**src/rtl/sram_wr_pkg.sv**
```systemverilog
package sram_wr_pkg;

  typedef enum logic [2:0] {
    PH_IDLE,
    PH_SETUP,
    PH_LEAD,
    PH_OVL,
    PH_TAIL,
    PH_RECOV
  } wr_phase_e;

  // nanoseconds to whole clock cycles, rounded up
  function automatic int ns2cyc(input int ns, input int per);
    return (ns + per - 1) / per;
  endfunction

  function automatic int imax(input int a, input int b);
    return (a > b) ? a : b;
  endfunction

endpackage

```
**src/rtl/sram_wr_phase_ctr.sv**
```systemverilog
module sram_wr_phase_ctr
  import sram_wr_pkg::*;
#(
  parameter int SET_CYC = 1,
  parameter int OVL_CYC = 7,
  parameter int REC_WE  = 1,
  parameter int REC_CE  = 2,
  parameter int WZ_CYC  = 3,
  parameter int CNT_W   = 4
) (
  input  logic      clk,
  input  logic      rst_n,
  input  logic      start,
  input  logic      ce_term_in,
  output wr_phase_e phase,
  output logic      ce_term,
  output logic      drive_win
);

  logic [CNT_W-1:0] cnt;
  logic [CNT_W-1:0] rec_last;

  assign rec_last  = ce_term ? CNT_W'(REC_CE - 1) : CNT_W'(REC_WE - 1);
  assign drive_win = (phase == PH_OVL) && (cnt >= CNT_W'(WZ_CYC));

  always_ff @(posedge clk) begin
    if (!rst_n) begin
      phase   <= PH_IDLE;
      cnt     <= '0;
      ce_term <= 1'b0;
    end else begin
      unique case (phase)
        PH_IDLE: begin
          if (start) begin
            phase   <= PH_SETUP;
            cnt     <= '0;
            ce_term <= ce_term_in;
          end
        end
        PH_SETUP: begin
          if (cnt == CNT_W'(SET_CYC - 1)) begin
            phase <= PH_LEAD;
            cnt   <= '0;
          end else begin
            cnt <= cnt + 1'b1;
          end
        end
        PH_LEAD: begin
          phase <= PH_OVL;
          cnt   <= '0;
        end
        PH_OVL: begin
          if (cnt == CNT_W'(OVL_CYC - 1)) begin
            phase <= PH_TAIL;
            cnt   <= '0;
          end else begin
            cnt <= cnt + 1'b1;
          end
        end
        PH_TAIL: begin
          phase <= PH_RECOV;
          cnt   <= '0;
        end
        PH_RECOV: begin
          if (cnt == rec_last) begin
            phase <= PH_IDLE;
            cnt   <= '0;
          end else begin
            cnt <= cnt + 1'b1;
          end
        end
        default: begin
          phase <= PH_IDLE;
          cnt   <= '0;
        end
      endcase
    end
  end

endmodule

```
**src/rtl/sram_wr_strobe_dec.sv**
```systemverilog
module sram_wr_strobe_dec
  import sram_wr_pkg::*;
(
  input  wr_phase_e phase,
  input  logic      ce_term,
  input  logic      drive_win,
  output logic      ce_n,
  output logic      we_n,
  output logic      dq_oe
);

  logic ce_low, we_low;

  always_comb begin
    ce_low = 1'b0;
    we_low = 1'b0;
    unique case (phase)
      // lead and tail share one shape: only the non-terminating strobe is low
      PH_LEAD, PH_TAIL: begin
        ce_low = !ce_term;
        we_low = ce_term;
      end
      PH_OVL: begin
        ce_low = 1'b1;
        we_low = 1'b1;
      end
      default: begin
        ce_low = 1'b0;
        we_low = 1'b0;
      end
    endcase
  end

  assign ce_n  = !ce_low;
  assign we_n  = !we_low;
  assign dq_oe = drive_win;

endmodule

```
**src/rtl/sram_wr_seq.sv**
```systemverilog
module sram_wr_seq
  import sram_wr_pkg::*;
#(
  parameter int AW         = 8,
  parameter int DW         = 16,
  parameter int CLK_NS     = 10,
  parameter int T_WC_NS    = 70,
  parameter int T_CW_NS    = 65,
  parameter int T_AW_NS    = 65,
  parameter int T_AS_NS    = 0,
  parameter int T_WP_NS    = 55,
  parameter int T_DW_NS    = 30,
  parameter int T_WR_WE_NS = 5,
  parameter int T_WR_CE_NS = 15,
  parameter int T_WZ_NS    = 25
) (
  input  logic          clk,
  input  logic          rst_n,
  input  logic          req_valid,
  output logic          req_ready,
  input  logic [AW-1:0] req_addr,
  input  logic [DW-1:0] req_data,
  input  logic          term_sel,
  output logic [AW-1:0] mem_addr,
  output logic          mem_ce_n,
  output logic          mem_we_n,
  output logic [DW-1:0] mem_dq,
  output logic          mem_dq_oe
);

  localparam int SET_CYC = imax(1, ns2cyc(T_AS_NS, CLK_NS));
  localparam int WZ_CYC  = ns2cyc(T_WZ_NS, CLK_NS);
  localparam int OVL_CYC = imax(imax(ns2cyc(T_WP_NS, CLK_NS), ns2cyc(T_CW_NS, CLK_NS)),
                                imax(ns2cyc(T_AW_NS, CLK_NS) - SET_CYC,
                                     WZ_CYC + imax(1, ns2cyc(T_DW_NS, CLK_NS))));
  localparam int FIX_CYC = SET_CYC + OVL_CYC + 2;
  localparam int WC_REST = ns2cyc(T_WC_NS, CLK_NS) - FIX_CYC;
  localparam int REC_WE  = imax(imax(1, ns2cyc(T_WR_WE_NS, CLK_NS)), WC_REST);
  localparam int REC_CE  = imax(imax(1, ns2cyc(T_WR_CE_NS, CLK_NS)), WC_REST);
  localparam int MAX_CNT = imax(imax(SET_CYC, OVL_CYC), imax(REC_WE, REC_CE));
  localparam int CNT_W   = $clog2(MAX_CNT + 1);

  wr_phase_e     phase;
  logic          ce_term;
  logic          drive_win;
  logic          accept;
  logic [AW-1:0] addr_q;
  logic [DW-1:0] data_q;

  assign req_ready = (phase == PH_IDLE);
  assign accept    = req_valid && req_ready;

  always_ff @(posedge clk) begin
    if (!rst_n) begin
      addr_q <= '0;
      data_q <= '0;
    end else if (accept) begin
      addr_q <= req_addr;
      data_q <= req_data;
    end
  end

  sram_wr_phase_ctr #(
    .SET_CYC(SET_CYC),
    .OVL_CYC(OVL_CYC),
    .REC_WE (REC_WE),
    .REC_CE (REC_CE),
    .WZ_CYC (WZ_CYC),
    .CNT_W  (CNT_W)
  ) phase_i (
    .clk       (clk),
    .rst_n     (rst_n),
    .start     (accept),
    .ce_term_in(term_sel),
    .phase     (phase),
    .ce_term   (ce_term),
    .drive_win (drive_win)
  );

  sram_wr_strobe_dec dec_i (
    .phase    (phase),
    .ce_term  (ce_term),
    .drive_win(drive_win),
    .ce_n     (mem_ce_n),
    .we_n     (mem_we_n),
    .dq_oe    (mem_dq_oe)
  );

  assign mem_addr = addr_q;
  assign mem_dq   = data_q;

endmodule

```
**config.mk**
```make
export PLATFORM = sky130hd
export DESIGN_NAME = sram_wr_seq
export DESIGN_NICKNAME = d
export VERILOG_FILES = /design/src/rtl/sram_wr_pkg.sv /design/src/rtl/sram_wr_phase_ctr.sv /design/src/rtl/sram_wr_strobe_dec.sv /design/src/rtl/sram_wr_seq.sv
export SDC_FILE = /design/constraint.sdc
export NUM_CORES = 1
export LEC_CHECK = 0
export ABC_AREA = 1
export BUFFER_PORTS_ARGS = -buffer_cell sky130_fd_sc_hd__buf_2
export CORE_UTILIZATION = 45
export CTS_CLUSTER_SIZE = 10
export DETAILED_ROUTE_END_ITERATION = 16
export PLACE_DENSITY = 0.69
export SLEW_MARGIN = 5
export SYNTH_ARGS = -nofsm -noshare
export SYNTH_HDL_FRONTEND = slang
export SYNTH_HIERARCHICAL = 1
export SYNTH_SLANG_ARGS = --single-unit
```
**constraint.sdc**
```tcl
create_clock -name clk -period 1.8 [get_ports clk]
set_input_delay 0.36 -clock clk [delete_from_list [all_inputs] [get_ports clk]]
set_output_delay 0.36 -clock clk [all_outputs]
set_load 0.005 [all_outputs]
```
==> summary.txt <==
Clocking
  – TritonCTS Buffers: 5
  – Clk sinks: 31
  – Largest buffer count on any clock path: 2
  – H-tree levels: 2
  – CTS Root Buffer Type: clkbuf_8
  – CTS tree: yes
  – Reg clk slew, reported paths: 60 ps
  – Hold buffers post-CTS: 0
  – Clock latency on the worst-skew pair: 280 ps

Final layout
  – Ant diodes: 0
  – Area Growth Syn to Fin: 23.3%
  – Nets: 381
  – Layout cell share with drive strength beyond 1: 0.220

Worst setup path
  – R2R depth: 10
  – Crit start category: register
  – Max incr delay on CP: 350 ps
  – Crit end category: output pin
  – R2R Path Start: phase_i/phase[2]$_SDFFE_PN0P_
  – Reg2reg end: phase_i/phase[0]$_SDFFE_PN0P_
  – CP Launch Point: phase_i/cnt[0]$_SDFFE_PN0N_
  – CP Capture Point: mem_dq_oe
  – Critical Path Fanout Max: 5
  – Most frequent CP cell: ha_1
  – R2r setup slk: 440 ps
  – Worst path slowest cell: dfxtp_1
  – Critical path class: register to output pin
  – Worst EP arrival: 1290 ps
  – CP Cell Sequence: ha_1, ha_1, o21ai_1, inv_1, buf_2
  – Req. time, crit path: 1440 ps

Synth
  – Asr flop ratio synth: 0
  – Mapped Area: 0.00180 mm2
  – Top FF cell, synth: dfxtp_1
  – Mean Syn Cell Area: 6.12 um2
  – Cells after Synth: 294
  – Synth top area cells: dfxtp_1 34%, inv_1 20%, nand2_1 15%
  – Share of Yosys cell area claimed by the top area cell type: 0.345
  – Top-count cell post-synth: inv_1
  – Number of synthesized flops with an enable pin: 0
  – Most frequent cells after synthesis: 94 x inv_1, 71 x nand2_1, 31 x dfxtp_1
  – Yosys reg bits: 31
  – Post-Syn Nets: 326
  – Count of cell types in the netlist: 19
  – Yosys top cell by area: dfxtp_1
  – Post-synthesis sequential area ratio: 0.345
  – Synth warn: 6

STA
  – Worst slew margin: 0.723
  – RSZ-0062 raised after global routing: false
  – Skew final: 5.50 ps
  – Setup violations, final: 0
  – Crit share post-route: 0.915
  – Slew @ Worst Pin: 416 ps
  – Fin. max-slew vios: 0
  – Final Hold Viols: 0
  – Setup tns final: 0 ps
  – Max Freq: 0.607 GHz
  – Hold WS: 362 ps
  – Min cycle time layout: 1650 ps

Floorplanning
  – Core footprint: 0.00374 mm2
  – Boundary Pins: 56
  – Initial core utilization: 0.481
  – Rows: 22
  – Die Footprint: 0.00425 mm2
  – Chip width: 65.2 um
  – Die height: 65.2 um

Drt
  – Routed Wire Length: 3640 um
  – Initial DRC Count: 114
  – DR vias: 1,738
  – Per-cell routed wire length: 9.15 um
  – 1st-pass router iterations: 4
  – Drc violations: 0
  – Via density: 4.37
  – Count of antenna-violating nets left after detailed routing: 0

Placement
  – Routability cong.: 0.886
  – DP HPWL: 2590 um
  – PortBufs: 55

Outcome
  – Status: finished clean

Global route
  – Final global-route overflow total: 0
  – Vias in the first global route: 1,474
  – Initial antenna violation count: 0
  – Pin count of the biggest net entering global routing: 25
  – First-pass GRT wire length: 6170 um
  – GRT Util Overall: 0.186

Power
  – Leakage power of the design: 0.00140 uW
  – Comb pwr share: 0.409
  – Clock Power Share: 0.243
  – Switching share of total power: 0.378
  – Int Pwr: 1800 uW
  – Peak supply drop: 636 uV
  – P per Cell Area: 1310 mW/mm2
  – Final total power: 2900 uW
  – Flop pwr share: 0.348
  – Psw: 1100 uW

Flow run
  – Max-Cap Viols: 0

Min path
  – Worst hold path type: input port to register
## repair_timing
item | in CTS | in global routing
setup buffers | 0 | 0
setup endpoints to repair | 0 | 1
resized for setup | 0 | 2
hold endpoints to repair | 0 | 0
## per-layer routing
metal	part of all wire	GRT usage
met3	0.075	0.0469
met2	0.47	0.317
met1	0.45	0.223
met4	0.0027	0.0734
met5	0	0
## cell type report
cell class	count	area [um2]
clock buffers	6	82.6
multi-input cells	154	742
flip-flops and latches	31	622
well taps	48	60.1
fillers	378	1530
repair buffers	60	313
inverters	97	364
clock inverters	2	35.0
## kinds of logic after synthesis
kind of cell / Yosys count / synth area share
buffers and inverters: 109 / 0.243
flip-flops: 31 / 0.345
AND/OR/NAND/NOR: 139 / 0.354
adder cells (fa/ha/maj): 4 / 0.0278
AO/OA/AOI/OAI: 11 / 0.0306
## layout by cell type (no fill, tap or decap), types with 4 or more instances in the layout
cell type and instances:
buf_4 5, nor2_1 28, o21ai_0 5, nand3_1 6, nand4_1 28, inv_1 94
dfxtp_1 30, ha_1 4, a21oi_1 5, clkbuf_8 6, buf_2 55, nand2_1 71
## sequential cells by signal (all words and copies together), names as in the netlist
signal,count
phase_i/phase,3
mem_addr,8
mem_dq,16
phase_i/cnt,3
phase_i/ce_term,1
## critical path, delay by kind of cell (launching register included)
family / cells / cell delay, ps
buffers and inverters: 2 / 150
AOI/OAI and AO/OA: 1 / 120
DFF: 1 / 350
adders and majority gates: 2 / 380
## stage by stage
stage	setup WS (ps)	cell area (um2)	utilization	std cells
floorplan	393	1800	-	294
global placement	430	2100	0.561	390
detailed placement	408	2100	0.561	390
CTS	96.0	2220	0.592	398
global route	6.49	2220	0.593	398
finish	154	2220	0.593	398
## worst min-delay path by stage
stage	startpoint	slack, ps	to	cells after the start
floorplan	rst_n	460	phase_i/cnt[1]$_SDFFE_PN0N_	2
global placement	mem_dq[9]$_SDFFE_PN0P_	490	mem_dq[9]$_SDFFE_PN0P_	4
detailed placement	mem_dq[6]$_SDFFE_PN0P_	490	mem_dq[6]$_SDFFE_PN0P_	4
CTS	term_sel	360	phase_i/ce_term$_SDFFE_PN0P_	3
global route	term_sel	380	phase_i/ce_term$_SDFFE_PN0P_	3
finish	term_sel	360	phase_i/ce_term$_SDFFE_PN0P_	3
## power by group through the flow
stage	Combinational, uW	Sequential (uW)	Clock [uW]
6_report	1180	1010	704
3_5_place_dp	1190	1020	0
3_3_place_gp	1180	1020	0
2_1_floorplan	847	1030	0
5_1_grt	1380	1040	758
4_1_cts	1200	1010	725
Note: power is estimated with default switching activity, not from simulation.
